$ cat src/rtl/pll_prog_pkg.sv
package pll_prog_pkg;

   typedef enum logic [1:0] {
      TOP_IDLE,
      TOP_DIV,
      TOP_CHECK,
      TOP_SEND
   } top_st_e;

   typedef enum logic [1:0] {
      SER_IDLE,
      SER_BIT,
      SER_TRAIL
   } ser_st_e;

   function automatic bit is_pow2(input int unsigned v);
      return (v != 0) && ((v & (v - 1)) == 0);
   endfunction

endpackage

$ cat src/rtl/pll_seq_div.sv
module pll_seq_div
   import pll_prog_pkg::*;
#(
   parameter int unsigned W       = 20,
   parameter int unsigned DIVISOR = 5,
   localparam int unsigned RW     = $clog2(DIVISOR) + 1
)(
   input  logic          clk,
   input  logic          rst_n,
   input  logic          go,
   input  logic [W-1:0]  dividend,
   output logic          vld,
   output logic [W-1:0]  quot,
   output logic [RW-1:0] rem
);

   localparam int unsigned CW = $clog2(W + 1);

   if (DIVISOR < 2) begin : bad_divisor
      $error("pll_seq_div: DIVISOR must be at least 2");
   end
   if (W < 2) begin : bad_width
      $error("pll_seq_div: W must be at least 2");
   end

   if (is_pow2(DIVISOR)) begin : g_shift
      localparam int unsigned LG = $clog2(DIVISOR);
      always_ff @(posedge clk or negedge rst_n) begin
         if (!rst_n) begin
            vld  <= 1'b0;
            quot <= '0;
            rem  <= '0;
         end else begin
            vld <= go;
            if (go) begin
               quot <= dividend >> LG;
               rem  <= RW'(dividend & W'(DIVISOR - 1));
            end
         end
      end
   end else begin : g_restore
      logic [W-1:0]  q_sh;
      logic [W-1:0]  src;
      logic [RW-1:0] rem_r;
      logic [RW-1:0] trial;
      logic [CW-1:0] cnt;
      logic          run;
      logic          ge;

      always_comb begin
         trial = {rem_r[RW-2:0], q_sh[W-1]};
         ge    = (trial >= RW'(DIVISOR));
      end

      always_ff @(posedge clk or negedge rst_n) begin
         if (!rst_n) begin
            q_sh  <= '0;
            src   <= '0;
            rem_r <= '0;
            cnt   <= '0;
            run   <= 1'b0;
            vld   <= 1'b0;
         end else begin
            vld <= 1'b0;
            if (go) begin
               q_sh  <= dividend;
               src   <= dividend;
               rem_r <= '0;
               cnt   <= '0;
               run   <= 1'b1;
            end else if (run) begin
               rem_r <= ge ? (trial - RW'(DIVISOR)) : trial;
               q_sh  <= {q_sh[W-2:0], ge};
               cnt   <= cnt + 1'b1;
               if (cnt == CW'(W - 1)) begin
                  run <= 1'b0;
                  vld <= 1'b1;
               end
            end
         end
      end

      assign quot = q_sh;
      assign rem  = rem_r;


      div_identity_chk: assert property (@(posedge clk) disable iff (!rst_n)
         vld |-> (({{RW{1'b0}}, quot} * (W + RW)'(DIVISOR)) + (W + RW)'(rem)
                  == {{RW{1'b0}}, src}));


      rem_range_chk: assert property (@(posedge clk) disable iff (!rst_n)
         vld |-> (rem < RW'(DIVISOR)));
   end

endmodule

$ cat src/rtl/pll_frame_ser.sv
module pll_frame_ser
   import pll_prog_pkg::*;
#(
   parameter int unsigned FRAME_W  = 32,
   parameter int unsigned SCK_HALF = 2
)(
   input  logic               clk,
   input  logic               rst_n,
   input  logic               load,
   input  logic [FRAME_W-1:0] frame,
   output logic               ser_clk,
   output logic               ser_data,
   output logic               ser_en,
   output logic               fin
);

   localparam int unsigned BW  = $clog2(FRAME_W);
   localparam int unsigned HCW = $clog2(SCK_HALF + 1);

   if (FRAME_W < 2) begin : bad_frame
      $error("pll_frame_ser: FRAME_W must be at least 2");
   end
   if (SCK_HALF < 1) begin : bad_half
      $error("pll_frame_ser: SCK_HALF must be at least 1");
   end

   ser_st_e            st;
   logic [FRAME_W-1:0] sh;
   logic [BW-1:0]      bidx;
   logic [HCW-1:0]     hc;
   logic               half_end;

   assign half_end = (hc == HCW'(SCK_HALF - 1));

   always_ff @(posedge clk or negedge rst_n) begin
      if (!rst_n) begin
         st      <= SER_IDLE;
         sh      <= '0;
         bidx    <= '0;
         hc      <= '0;
         ser_clk <= 1'b0;
         ser_en  <= 1'b0;
         fin     <= 1'b0;
      end else begin
         fin <= 1'b0;
         unique case (st)
            SER_IDLE: begin
               if (load) begin
                  sh      <= frame;
                  ser_en  <= 1'b1;
                  ser_clk <= 1'b0;
                  hc      <= '0;
                  bidx    <= BW'(FRAME_W - 1);
                  st      <= SER_BIT;
               end
            end
            SER_BIT: begin
               if (half_end) begin
                  hc <= '0;
                  if (!ser_clk) begin
                     ser_clk <= 1'b1;
                  end else begin
                     ser_clk <= 1'b0;
                     if (bidx == '0) begin
                        st <= SER_TRAIL;
                     end else begin
                        bidx <= bidx - 1'b1;
                        sh   <= {sh[FRAME_W-2:0], 1'b0};
                     end
                  end
               end else begin
                  hc <= hc + 1'b1;
               end
            end
            SER_TRAIL: begin
               if (half_end) begin
                  hc     <= '0;
                  ser_en <= 1'b0;
                  sh     <= '0;
                  fin    <= 1'b1;
                  st     <= SER_IDLE;
               end else begin
                  hc <= hc + 1'b1;
               end
            end
            default: st <= SER_IDLE;
         endcase
      end
   end

   assign ser_data = sh[FRAME_W-1];


   data_hold_high_chk: assert property (@(posedge clk) disable iff (!rst_n)
      (ser_clk && $past(ser_clk)) |-> $stable(ser_data));


   data_edge_chk: assert property (@(posedge clk) disable iff (!rst_n)
      !$stable(ser_data) |-> ($fell(ser_clk) || $rose(ser_en) || $fell(ser_en)));


   clk_gated_chk: assert property (@(posedge clk) disable iff (!rst_n)
      !ser_en |-> !ser_clk);


   en_lead_chk: assert property (@(posedge clk) disable iff (!rst_n)
      $rose(ser_en) |-> !ser_clk);


   en_trail_chk: assert property (@(posedge clk) disable iff (!rst_n)
      $fell(ser_en) |-> (!$past(ser_clk) && fin));

endmodule

$ cat src/rtl/pll_word_prog.sv
module pll_word_prog
   import pll_prog_pkg::*;
#(
   parameter int unsigned FREQ_W   = 20,
   parameter int unsigned CH_KHZ   = 5,
   parameter int unsigned MOD      = 64,
   parameter int unsigned R_VAL    = 2560,
   parameter int unsigned R_W      = 14,
   parameter int unsigned N_W      = 10,
   parameter int unsigned A_W      = 7,
   parameter int unsigned SCK_HALF = 2
)(
   input  logic              clk,
   input  logic              rst_n,
   input  logic              start,
   input  logic [FREQ_W-1:0] freq_khz,
   output logic              busy,
   output logic              done,
   output logic              err,
   output logic              ser_clk,
   output logic              ser_data,
   output logic              ser_en
);

   localparam int unsigned FRAME_W = R_W + N_W + A_W + 1;
   localparam int unsigned LG_MOD  = $clog2(MOD);
   localparam int unsigned DRW     = $clog2(CH_KHZ) + 1;

   if (!is_pow2(MOD)) begin : bad_mod
      $error("pll_word_prog: MOD must be a power of two");
   end
   if (MOD > (1 << A_W)) begin : bad_a_w
      $error("pll_word_prog: A_W too narrow for MOD");
   end
   if (R_VAL >= (1 << R_W)) begin : bad_r
      $error("pll_word_prog: R_VAL does not fit R_W");
   end
   if (FREQ_W > 30 || N_W > 30) begin : bad_widths
      $error("pll_word_prog: FREQ_W and N_W must not exceed 30");
   end

   top_st_e            st;
   logic [FREQ_W-1:0]  freq_q;
   logic               div_go;
   logic               div_vld;
   logic [FREQ_W-1:0]  quot;
   logic [DRW-1:0]     rem;
   logic [FREQ_W-1:0]  n_full;
   logic [FREQ_W-1:0]  a_full;
   logic               n_ovf;
   logic               a_ovf;
   logic               off_grid;
   logic [N_W-1:0]     n_q;
   logic [A_W-1:0]     a_q;
   logic               bad_q;
   logic               load;
   logic               fin;
   logic [FRAME_W-1:0] frame;

   pll_seq_div #(
      .W       (FREQ_W),
      .DIVISOR (CH_KHZ)
   ) div_i (
      .clk      (clk),
      .rst_n    (rst_n),
      .go       (div_go),
      .dividend (freq_q),
      .vld      (div_vld),
      .quot     (quot),
      .rem      (rem)
   );

   always_comb begin
      n_full   = quot >> LG_MOD;
      a_full   = quot - (n_full << LG_MOD);
      n_ovf    = (32'(n_full) >= (32'd1 << N_W));
      a_ovf    = (32'(a_full) >= (32'd1 << A_W));
      off_grid = (rem != '0);
   end

   always_ff @(posedge clk or negedge rst_n) begin
      if (!rst_n) begin
         st     <= TOP_IDLE;
         freq_q <= '0;
         div_go <= 1'b0;
         load   <= 1'b0;
         done   <= 1'b0;
         err    <= 1'b0;
         n_q    <= '0;
         a_q    <= '0;
         bad_q  <= 1'b0;
      end else begin
         div_go <= 1'b0;
         load   <= 1'b0;
         done   <= 1'b0;
         unique case (st)
            TOP_IDLE: begin
               if (start) begin
                  freq_q <= freq_khz;
                  div_go <= 1'b1;
                  err    <= 1'b0;
                  st     <= TOP_DIV;
               end
            end
            TOP_DIV: begin
               if (div_vld) begin
                  n_q   <= N_W'(n_full);
                  a_q   <= A_W'(a_full);
                  bad_q <= off_grid | n_ovf | a_ovf;
                  st    <= TOP_CHECK;
               end
            end
            TOP_CHECK: begin
               if (bad_q) begin
                  err  <= 1'b1;
                  done <= 1'b1;
                  st   <= TOP_IDLE;
               end else begin
                  load <= 1'b1;
                  st   <= TOP_SEND;
               end
            end
            TOP_SEND: begin
               if (fin) begin
                  done <= 1'b1;
                  st   <= TOP_IDLE;
               end
            end
            default: st <= TOP_IDLE;
         endcase
      end
   end

   assign busy  = (st != TOP_IDLE);
   assign frame = {R_W'(R_VAL), n_q, a_q, 1'b1};

   pll_frame_ser #(
      .FRAME_W  (FRAME_W),
      .SCK_HALF (SCK_HALF)
   ) ser_i (
      .clk      (clk),
      .rst_n    (rst_n),
      .load     (load),
      .frame    (frame),
      .ser_clk  (ser_clk),
      .ser_data (ser_data),
      .ser_en   (ser_en),
      .fin      (fin)
   );


   done_pulse_chk: assert property (@(posedge clk) disable iff (!rst_n)
      done |=> !done);


   done_idle_chk: assert property (@(posedge clk) disable iff (!rst_n)
      done |-> !busy);


   busy_hold_chk: assert property (@(posedge clk) disable iff (!rst_n)
      (busy && !done) |=> $stable(freq_q));


   err_quiet_chk: assert property (@(posedge clk) disable iff (!rst_n)
      err |-> (!ser_en && !ser_clk));


   load_frame_chk: assert property (@(posedge clk) disable iff (!rst_n)
      load |-> (frame[0] && !bad_q));

endmodule

$ cat config.mk
export PLATFORM = sky130hd
export DESIGN_NAME = pll_word_prog
export DESIGN_NICKNAME = d
export VERILOG_FILES = /design/src/rtl/pll_prog_pkg.sv /design/src/rtl/pll_seq_div.sv /design/src/rtl/pll_frame_ser.sv /design/src/rtl/pll_word_prog.sv
export SDC_FILE = /design/constraint.sdc
export NUM_CORES = 1
export LEC_CHECK = 0
export BUFFER_PORTS_ARGS = -buffer_cell sky130_fd_sc_hd__buf_2
export CAP_MARGIN = 10
export CORE_ASPECT_RATIO = 1.1
export CORE_MARGIN = 4
export CORE_UTILIZATION = 60
export DETAILED_ROUTE_END_ITERATION = 10
export GPL_ROUTABILITY_DRIVEN = 0
export HOLD_SLACK_MARGIN = 0.02
export PLACE_DENSITY = 0.79
export REMOVE_ABC_BUFFERS = 1
export SLEW_MARGIN = 20
export SYNTH_ARGS = -nofsm -noshare
export SYNTH_HDL_FRONTEND = slang
export SYNTH_SLANG_ARGS = --single-unit
export TNS_END_PERCENT = 30
$ cat constraint.sdc
create_clock -name clk -period 2.05 [get_ports clk]
set_clock_uncertainty 0.15 [all_clocks]
set_input_delay 0.41 -clock clk [delete_from_list [all_inputs] [get_ports clk]]
set_output_delay 0.41 -clock clk [all_outputs]
set_load 0.02 [all_outputs]
==> flow_metrics.env, run 1 <==
export IMPL_antenna_cells=0
export IMPL_grt_max_degree=32
export IMPL_hpwl_um=6300
export IMPL_end_kind="register"
export IMPL_worstPathMaxFanout=16
export IMPL_drv_cap=0
export IMPL_ys_seq_area_share_pct=56.3
export IMPL_hold_end="err"
export IMPL_antenna_found_initial=0
export IMPL_cp_data_arrival_time_ns=2.27
export IMPL_numCtsBuffers=17
export IMPL_synth_seq_cells=118
export IMPL_drt_initial_drc_count=250
export IMPL_worst_pin_slew_ns=0.449
export IMPL_hold_start="start"
export IMPL_power_per_cell_area_mw_per_mm2=1590
export IMPL_vias=3652
export IMPL_slew_headroom_pct=70.0
export IMPL_setup_viol=0
export IMPL_r2r_cells=7
export IMPL_synth_edf_count=0
export IMPL_hold_path_cell_count=4
export IMPL_worstReg2RegStart="ser_i.st[1]"
export IMPL_syn_to_final_growth_pct=21.9
export IMPL_nNetsFinal=549
export IMPL_synth_top_family_by_area="compound AO/OA/AOI/OAI gates"
export IMPL_start_util_pct=62.0
export IMPL_synthAdderAreaFrac_pct=2.15
export IMPL_syn_area_mm2=0.00524
export IMPL_gr_total_overflow=0
export IMPL_ys_async_sr_fraction_pct=100
export IMPL_ioPinCount=29
export IMPL_drv_slew=0
export IMPL_path_clk_slew_ns=0.06
export IMPL_status="completed"
export IMPL_hold_viol=0
export IMPL_fin_util_pct=75.6
export IMPL_yosysWarnings=0
export IMPL_drc=0
export IMPL_cts_tree="built"
export IMPL_cts_max_level=4
export IMPL_worstPathRequired_ns=2.33
export IMPL_rsz0062_at_grt="true"
export IMPL_wl_met1_um=4440
export IMPL_grt_pass1_vias=3722
export IMPL_die_w_um=97.1
export IMPL_clock_fmax_ghz=0.501
export IMPL_period_minus_slack_ns=2.00
export IMPL_vias_per_cell=5.70
export IMPL_design_die_area_mm2=0.0103
export IMPL_synth_compound_area_share_pct=14.9
export IMPL_synth_simple_gate_area_share_pct=10.3
export IMPL_yosys_mux_area_fraction_pct=12.1
export IMPL_final_period_utilization_pct=97.4
export IMPL_die_y_um=106
export IMPL_synth_cell_type_count=52
export IMPL_fillers=532
export IMPL_p_leak_nw=2.93
export IMPL_syn_inst=457
export IMPL_wire_per_inst_um=15.8
export IMPL_io_buffers=28
export IMPL_tns_ns=0
export IMPL_rows=35
export IMPL_r2r_end="ser_i.sh[1]"
export IMPL_grt_usage_pct=21.5
export IMPL_synth_ff_type="dfrtp_1"
export IMPL_clk_latency_ns=0.52
export IMPL_avgSynthCellArea_um2=11.5
export IMPL_ant_nets=0
export IMPL_regToRegSetupSlack_ns=0.05
export IMPL_routed_wl_um=10100
export IMPL_route_met3_wl_um=341
export IMPL_holdCritPathClass="input pin to register"
export IMPL_cts_root_buf="clkbuf_8"
export IMPL_grt_pass1_wl_um=17800
export IMPL_ir_drop_v=0.000836
export IMPL_cts_sinks=118
export IMPL_core_area_mm2=0.00845
export IMPL_synth_xor_area_share_pct=0.668
export IMPL_firstDrtPassIters=4
export IMPL_drive_gt1_share_pct=21.7
export IMPL_top_layer="met4"
export IMPL_clk_path_buf_depth=2
export IMPL_met2WireLength_um=5200
export IMPL_worstSetupPathType="register to register"
export IMPL_critical_path_startpoint_type="register"
==> cells in the mapped netlist, types with 4 or more instances <==
cell | n | area (µm²)
a22o_1 | 14 | 123
o21ai_0 | 32 | 160
mux2i_1 | 22 | 220
dfrtp_1 | 118 | 2950
buf_2 | 9 | 45.0
nor2_1 | 15 | 56.3
nor4_1 | 4 | 25.0
mux2_1 | 20 | 225
a21oi_2 | 10 | 87.6
mux2_2 | 17 | 191
ha_1 | 9 | 113
inv_1 | 11 | 41.3
nand2_1 | 33 | 124
a21oi_1 | 55 | 275
nor2b_1 | 21 | 131
clkbuf_1 | 12 | 45.0
==> sequential cells by signal, indices dropped and copies added, names as in the netlist, 2 cells and up <==
register / count
a_q: 6
div_i.g_restore.cnt: 5
div_i.quot: 20
div_i.rem: 4
freq_q: 20
n_q: 10
ser_i.bidx: 5
ser_i.hc: 2
ser_i.sh: 32
ser_i.st: 2
st: 2
==> worst max-delay path, stage by stage (launching register included) <==
cell and delay [ns]:
dfrtp_1 0.41, inv_1 0.14, ha_1 0.24, buf_4 0.21, o21ai_1 0.16, and2_2 0.28
buf_12 0.16, a21oi_1 0.15
==> per-stage QoR <==
step	hold WS [ns]	std cells	setup slack [ns]	cell area (µm²)	total power (W)
final	0.0724	641	0.0528	6390	0.0102
after global routing	0.0922	641	-0.0239	6390	0.0108
after floorplan	-0.0356	430	-0.463	5100	0.00616
after global placement	0.231	588	0.190	5590	0.00697
after CTS	0.0532	641	0.0414	6380	0.0102
after detailed placement	0.235	588	0.0740	5590	0.00718
==> layout make-up <==
type	instances	area, µm²	share of cell area [%]
multi-input cells	301	2120	33.1
repair buffers	68	558	8.73
clock buffers	17	414	6.48
inverters	11	41.3	0.646
well taps	111	139	2.17
clock inverters	15	169	2.64
flip-flops and latches	118	2950	46.2
==> per-layer routing <==
layer  up-vias  track usage (%)
li1       1746                -
met5         -                0
met3        17             5.58
met2        72             36.3
met4         0             7.52
met1      1817             26.9
==> worst max-delay path by stage <==
stage | endpoint | slack (ns) | from
global route | ser_i.sh[1] | -0.02 | ser_i.st[1]
floorplan | ser_i.sh[1] | -0.46 | ser_i.bidx[0]
finish | ser_i.sh[1] | 0.05 | ser_i.st[1]
detailed placement | ser_i.sh[3] | 0.07 | ser_i.st[0]
global placement | ser_i.bidx[2] | 0.19 | ser_i.st[0]
CTS | ser_i.sh[1] | 0.04 | ser_i.st[0]
==> cell usage in the layout (no fill, tap or decap), types with 9 or more instances in the layout <==
cell type      Yosys  layout
ha_1               9       9
clkbuf_16          0      16
mux2i_1           22      22
a21oi_1           55      55
inv_1             11      11
o21ai_0           32      32
mux2_2            17      17
a22o_1            14      14
buf_4              2      15
dlygate4sd3_1      0      21
a21oi_2           10      10
nor2b_1           21      21
nor2_1            15      14
mux2_1            20      20
nand2_1           33      33
dfrtp_1          118     118
buf_2              9      27
==> power by group <==
group	total [W]	leakage, nW	internal (W)	switching (W)
sequential	0.00399	1.47	0.00328	0.000704
combinational	0.00329	1.19	0.00151	0.00178
clock	0.00289	0.278	0.00176	0.00114
==> timing repair <==
action | 4_1_cts | 5_1_grt
endpoints found under the setup margin | 0 | 26
gates resized for setup | 0 | 2
hold buffers | 21 | 0
endpoints found under the hold margin | 47 | 0
setup buffers | 0 | 0
==> cells by family (layout without fill, tap and decap cells) <==
kind of cell               Yosys count  after routing
xor gates and xnor gates             4              4
muxes                               59             59
adders and majority gates            9              9
DFF                                118            118
and+or+nand+nor                    100            100
buffers and inverters               38            111
AOI/OAI and AO/OA                  129            129
Power figures use the tool's default switching activity.
==> run 2, diff against run 1 <==
--- a/config.mk
+++ b/config.mk
@@ -5,13 +5,15 @@
 export SDC_FILE = /design/constraint.sdc
 export NUM_CORES = 1
 export LEC_CHECK = 0
+export ABC_AREA = 1
 export BUFFER_PORTS_ARGS = -buffer_cell sky130_fd_sc_hd__buf_2
 export CAP_MARGIN = 10
 export CORE_ASPECT_RATIO = 1.1
 export CORE_MARGIN = 4
-export CORE_UTILIZATION = 60
+export CORE_UTILIZATION = 61
 export DETAILED_ROUTE_END_ITERATION = 10
 export GPL_ROUTABILITY_DRIVEN = 0
+export GPL_TIMING_DRIVEN = 0
 export HOLD_SLACK_MARGIN = 0.02
 export PLACE_DENSITY = 0.79
 export REMOVE_ABC_BUFFERS = 1
==> flow_metrics.env, run 2 <==
export IMPL_status="completed"
export IMPL_vias=4574
export IMPL_design_die_area_mm2=0.0107
export IMPL_path_clk_slew_ns=0.05
export IMPL_routed_wl_um=12100
export IMPL_largest_register_ffs=32
export IMPL_core_area_mm2=0.00887
export IMPL_grt_max_degree=66
export IMPL_rsz0062_at_grt="true"
export IMPL_worst_pin_slew_ns=0.559
export IMPL_worstSetupPathType="register to register"
export IMPL_largest_register="ser_i.sh"
export IMPL_die_w_um=99.1
export IMPL_wire_per_inst_um=14.2
export IMPL_mostFrequentLayoutCells="nand2_1, dfrtp_1, inv_1, o21ai_0, o21bai_1"
export IMPL_p_leak_nw=3.55
export IMPL_crit_chain="inv_2 > ha_4 > nand4_1 > nand2_8 > nor2_4 > buf_6 > nand2_1 > nand2_1"
export IMPL_ant_nets=0
export IMPL_vias_per_cell=5.39
export IMPL_synth_common_cells="nand2_1, dfrtp_1, inv_1"
export IMPL_end_kind="register"
export IMPL_cts_sinks=118
export IMPL_fillers=568
export IMPL_critical_path_startpoint_type="register"
export IMPL_drt_initial_drc_count=279
export IMPL_synth_edf_count=0
export IMPL_antenna_cells=0
export IMPL_power_per_cell_area_mw_per_mm2=1620
export IMPL_cts_root_buf="clkbuf_8"
export IMPL_fin_hold_ws_ns=0.0881
export IMPL_hpwl_um=6710
export IMPL_syn_area_mm2=0.00557
export IMPL_drv_slew=0
export IMPL_worstPathMaxFanout=17
export IMPL_rows=36
export IMPL_cts_max_level=4
export IMPL_slew_headroom_pct=62.7
export IMPL_holdCritPathClass="input pin to register"
export IMPL_cp_common_cell="nand2_1"
export IMPL_clk_latency_ns=0.52
export IMPL_synth_top_cells_by_area="dfrtp_1, nand2_1, inv_1, o21bai_1, o21ai_0"
export IMPL_io_buffers=28
export IMPL_firstDrtPassIters=5
export IMPL_synth_seq_cells=118
export IMPL_fin_util_pct=76.3
export IMPL_antenna_found_initial=0
export IMPL_numCtsBuffers=17
export IMPL_grt_usage_pct=24.1
export IMPL_drc=0
export IMPL_ir_drop_v=0.000973
export IMPL_clk_path_buf_depth=2
export IMPL_synth_cell_type_count=32
export IMPL_syn_inst=661
export IMPL_post_synth_top_count_cell="nand2_1"
export IMPL_setup_viol=0
export IMPL_grt_pass1_wl_um=20400
export IMPL_ys_seq_area_share_pct=53.1
export IMPL_drv_cap=0
export IMPL_period_minus_slack_ns=1.96
export IMPL_cts_tree="built"
export IMPL_synth_top_area_cell="dfrtp_1"
export IMPL_yosysWarnings=0
export IMPL_max_stage_delay_ns=0.43
export IMPL_start_util_pct=62.7
export IMPL_yosys_area_top_type_share_pct=53.1
export IMPL_regToRegSetupSlack_ns=0.09
export IMPL_worstPathRequired_ns=2.31
export IMPL_ys_async_sr_fraction_pct=100
export IMPL_syn_to_final_growth_pct=21.7
export IMPL_final_period_utilization_pct=95.5
export IMPL_hold_viol=0
export IMPL_grt_pass1_vias=4533
export IMPL_avgSynthCellArea_um2=8.42
export IMPL_layout_commonest_cell="nand2_1"
export IMPL_clock_fmax_ghz=0.511
export IMPL_drive_gt1_share_pct=14.1
export IMPL_synth_ff_type="dfrtp_1"
export IMPL_nNetsFinal=755
export IMPL_cp_data_arrival_time_ns=2.21
export IMPL_crit_path_top_delay_cell="dfrtp_1"
export IMPL_ioPinCount=29
export IMPL_gr_total_overflow=0
export IMPL_top_regs="ser_i.sh x32, div_i.quot x20, freq_q x20"
export IMPL_die_y_um=108
==> run 2: cell count changes after synthesis, sizes merged, moves of 21 or more <==
cell / change
a21oi: -59
inv: +101
mux2: -37
mux2i: -22
nand2: +194
nor2b: -21
o21bai: +32
==> run 2: what timing repair did <==
item                                    in CTS  in global routing
setup buffers                               10                  3
endpoints found under the hold margin       73                  0
resized for setup                            6                 19
endpoints found under the setup margin      72                 80
gates cloned                                 3                  2
hold buffers                                21                  0
pin swaps                                    5                  4
==> run 2: cell families after synthesis <==
| family | count (synthesis) | synth area share, % |
|---|---|---|
| AND/OR/NAND/NOR | 282 | 20.8 |
| flip-flops | 118 | 53.1 |
| buffers and inverters | 137 | 10.4 |
| adder cells (fa/ha/maj) | 9 | 2.02 |
| XOR/XNOR | 1 | 0.157 |
| AO/OA/AOI/OAI | 114 | 13.5 |
==> run 2: path summary, 6_finish.rpt <==
check	endpoint	cells past startpoint	from
worst max-delay path	ser_i.sh[26]	8	ser_i.st[1]
worst min-delay path	st[0]	3	start
worst max register to register	ser_i.sh[26]	8	ser_i.st[1]
worst min register to register	freq_q[14]	2	freq_q[14]
max in group asynchronous	a_q[2]	3	rst_n
min in group asynchronous	ser_i.sh[23]	2	rst_n
==> run 2: stage by stage <==
step	instance area, µm²	setup WS (ns)	cells	setup TNS (ns)	total power, W
2_1_floorplan	5410	-0.225	636	-6.57	0.00627
3_3_place_gp	5690	-0.971	778	-149.96	0.00703
3_5_place_dp	5730	-0.575	779	-28.77	0.00725
4_1_cts	6660	-0.0329	844	-0.0346	0.0107
5_1_grt	6770	-0.0251	849	-0.119	0.0117
6_report	6770	0.0926	849	0	0.0110
==> run 2: metal layers <==
layer | wire length [µm] | vias up | part of all wire, % | GRT usage [%]
li1 | - | 2211 | - | -
met1 | 5030 | 2195 | 42 | 28.6
met2 | 6200 | 137 | 51 | 40.7
met3 | 545 | 31 | 4.5 | 5.74
met4 | 300 | 0 | 2.5 | 12.4
met5 | 0 | - | 0 | 0
==> run 2: area by class of cell <==
cell class | count | area [µm²] | area share, %
multi-input combinational | 410 | 2150 | 31.7
sequential | 118 | 2950 | 43.6
tap | 114 | 143 | 2.11
timing repair inverter | 1 | 7.51 | 0.111
timing repair buffer | 63 | 526 | 7.76
inverter | 112 | 424 | 6.27
clock buffer | 21 | 439 | 6.49
clock inverter | 10 | 130 | 1.92
==> run 2: critical path, delay by kind of cell (launching register included) <==
family	cells	cell delay [ns]
buffers and inverters	2	0.27
adder cells (fa/ha/maj)	1	0.26
AND/OR/NAND/NOR	5	0.72
flip-flops	1	0.43
==> run 2: where the power goes <==
| group | leakage [nW] | total (W) | internal, W | switching, W |
|---|---|---|---|---|
| logic | 1.74 | 0.00443 | 0.00160 | 0.00283 |
| clock network | 0.277 | 0.00285 | 0.00186 | 0.000987 |
| registers | 1.54 | 0.00368 | 0.00318 | 0.000493 |
==> run 3, diff against run 2 <==
--- a/config.mk
+++ b/config.mk
@@ -10,12 +10,12 @@
 export CAP_MARGIN = 10
 export CORE_ASPECT_RATIO = 1.1
 export CORE_MARGIN = 4
-export CORE_UTILIZATION = 61
+export CORE_UTILIZATION = 55
 export DETAILED_ROUTE_END_ITERATION = 10
 export GPL_ROUTABILITY_DRIVEN = 0
-export GPL_TIMING_DRIVEN = 0
+export GPL_TIMING_DRIVEN = 1
 export HOLD_SLACK_MARGIN = 0.02
-export PLACE_DENSITY = 0.79
+export PLACE_DENSITY = 0.76
 export REMOVE_ABC_BUFFERS = 1
 export SLEW_MARGIN = 20
 export SYNTH_ARGS = -nofsm -noshare
==> constraint.sdc (replaced) <==
create_clock -name clk -period 1.8 [get_ports clk]
set_clock_uncertainty 0.15 [all_clocks]
set_input_delay 0.36 -clock clk [delete_from_list [all_inputs] [get_ports clk]]
set_output_delay 0.36 -clock clk [all_outputs]
set_load 0.02 [all_outputs]
==> flow_metrics.env, run 3 (same netlist as run 2, synthesis figures left out) <==
export IMPL_cts_max_level=4
export IMPL_path_buf_inv=2
export IMPL_critical_path_startpoint_type="register"
export IMPL_fin_hold_ws_ns=0.144
export IMPL_final_period_utilization_pct=97.1
export IMPL_startpoint="st[0]"
export IMPL_drv_cap=0
export IMPL_die_y_um=114
export IMPL_nNetsFinal=766
export IMPL_ioPinCount=29
export IMPL_top_regs="ser_i.sh x32, div_i.quot x20, freq_q x20"
export IMPL_io_buffers=28
export IMPL_grt_pass1_wl_um=19700
export IMPL_hold_viol=0
export IMPL_cts_sinks=118
export IMPL_holdCritPathClass="input pin to async pin"
export IMPL_gr_total_overflow=0
export IMPL_antenna_found_initial=0
export IMPL_max_stage_delay_ns=0.40
export IMPL_firstDrtPassIters=5
export IMPL_status="completed"
export IMPL_drive_gt1_share_pct=15.7
export IMPL_layout_commonest_cell="nand2_1"
export IMPL_worstSetupPathType="register to output port"
export IMPL_cp_data_arrival_time_ns=1.24
export IMPL_vias=4458
export IMPL_worst_pin_slew_ns=0.632
export IMPL_clk_path_buf_depth=2
export IMPL_antenna_cells=0
export IMPL_rsz0062_at_grt="true"
export IMPL_vias_per_cell=5.15
export IMPL_grt_usage_pct=20.4
export IMPL_r2r_cells=6
export IMPL_drc=0
export IMPL_path_clk_slew_ns=0.06
export IMPL_largest_register="ser_i.sh"
export IMPL_regToRegSetupSlack_ns=0.06
export IMPL_ant_nets=0
export IMPL_worstReg2RegStart="ser_i.st[0]"
export IMPL_mostFrequentLayoutCells="nand2_1, dfrtp_1, inv_1, o21ai_0, o21bai_1"
export IMPL_cts_tree="built"
export IMPL_dpl_cell_area_mm2=0.00593
export IMPL_routed_wl_um=11600
export IMPL_grt_max_degree=49
export IMPL_clk_latency_ns=0.52
export IMPL_p_leak_nw=3.63
export IMPL_r2r_end="ser_i.sh[1]"
export IMPL_setup_viol=0
export IMPL_ir_drop_v=0.000948
export IMPL_worstPathMaxFanout=5
export IMPL_largest_register_ffs=32
export IMPL_period_minus_slack_ns=1.75
export IMPL_cp_top_family="flip-flops"
export IMPL_design_die_area_mm2=0.0118
export IMPL_syn_to_final_growth_pct=24.2
export IMPL_core_area_mm2=0.00989
export IMPL_start_util_pct=56.3
export IMPL_clock_fmax_ghz=0.572
export IMPL_drt_initial_drc_count=264
export IMPL_worstPathRequired_ns=1.29
export IMPL_wire_per_inst_um=13.4
export IMPL_drv_slew=0
export IMPL_rows=38
export IMPL_final_area_mm2=0.00691
export IMPL_cts_root_buf="clkbuf_8"
export IMPL_numCtsBuffers=17
export IMPL_power_per_cell_area_mw_per_mm2=1850
export IMPL_crit_path_top_delay_cell="dfrtp_1"
export IMPL_end_kind="output port"
export IMPL_slew_headroom_pct=57.8
export IMPL_crit_chain="inv_2 > nand2_2 > buf_4"
export IMPL_hpwl_um=7050
export IMPL_grt_pass1_vias=4386
export IMPL_die_w_um=104
-- run 3: per-stage QoR --
step / setup TNS [ns] / power (W) / cells / util [%] / setup WS [ns]
after floorplan: -20.25 / 0.00714 / 636 / - / -0.475
after global placement: 0 / 0.00850 / 808 / 60.0 / 0.0480
after detailed placement: -0.774 / 0.00873 / 808 / 60.0 / -0.0514
after CTS: 0 / 0.0123 / 860 / 68.3 / 0.0120
after global routing: -0.0798 / 0.0136 / 865 / 69.9 / -0.0273
final: 0 / 0.0128 / 865 / 69.9 / 0.0517
-- run 3: worst max-delay path by stage --
stage | depth (start not counted) | slack [ns] | endpoint
floorplan | 6 | -0.48 | err
detailed placement | 9 | -0.05 | ser_i.sh[1]
finish | 3 | 0.05 | busy
CTS | 11 | 0.01 | ser_i.bidx[0]
global route | 11 | -0.03 | ser_i.bidx[3]
global placement | 8 | 0.05 | ser_i.sh[0]
-- run 3: cell type report --
cell class	count	area, µm²
clock buffer	21	449
sequential	118	2950
clock inverter	9	151
tap	120	150
multi-input combinational	406	2130
timing repair buffer	79	658
inverter	112	420
fill	745	2980
-- run 3: repair_timing --
action | CTS | global route
setup endpoints to repair | 26 | 40
cloned | 0 | 1
gates resized for setup | 3 | 21
hold endpoints to repair | 139 | 0
hold buffers | 22 | 0
pin swaps | 0 | 6
setup buffers | 0 | 4
-- run 3: power breakdown --
group | internal [W] | switching (W) | total, W
Clock | 0.00230 | 0.00114 | 0.00344
Combinational | 0.00197 | 0.00320 | 0.00517
Sequential | 0.00363 | 0.000516 | 0.00414
Total | 0.00790 | 0.00486 | 0.0128
-- run 3: per-layer routing --
| layer | track usage [%] | vias to the layer above | share of wire (%) |
|---|---|---|---|
| li1 | - | 2227 | - |
| met1 | 25.6 | 2112 | 43 |
| met2 | 34.2 | 95 | 51 |
| met3 | 5.49 | 24 | 3.9 |
| met4 | 7.36 | 0 | 1.8 |
| met5 | 0 | - | 0 |
-- run 3: worst reg2reg max path: stages (launching register included) --
cell and delay [ns]:
dfrtp_2 0.44, ha_4 0.21, nand2_1 0.19, nand3b_4 0.18, clkbuf_16 0.23, o21bai_1 0.16
nand2_1 0.07
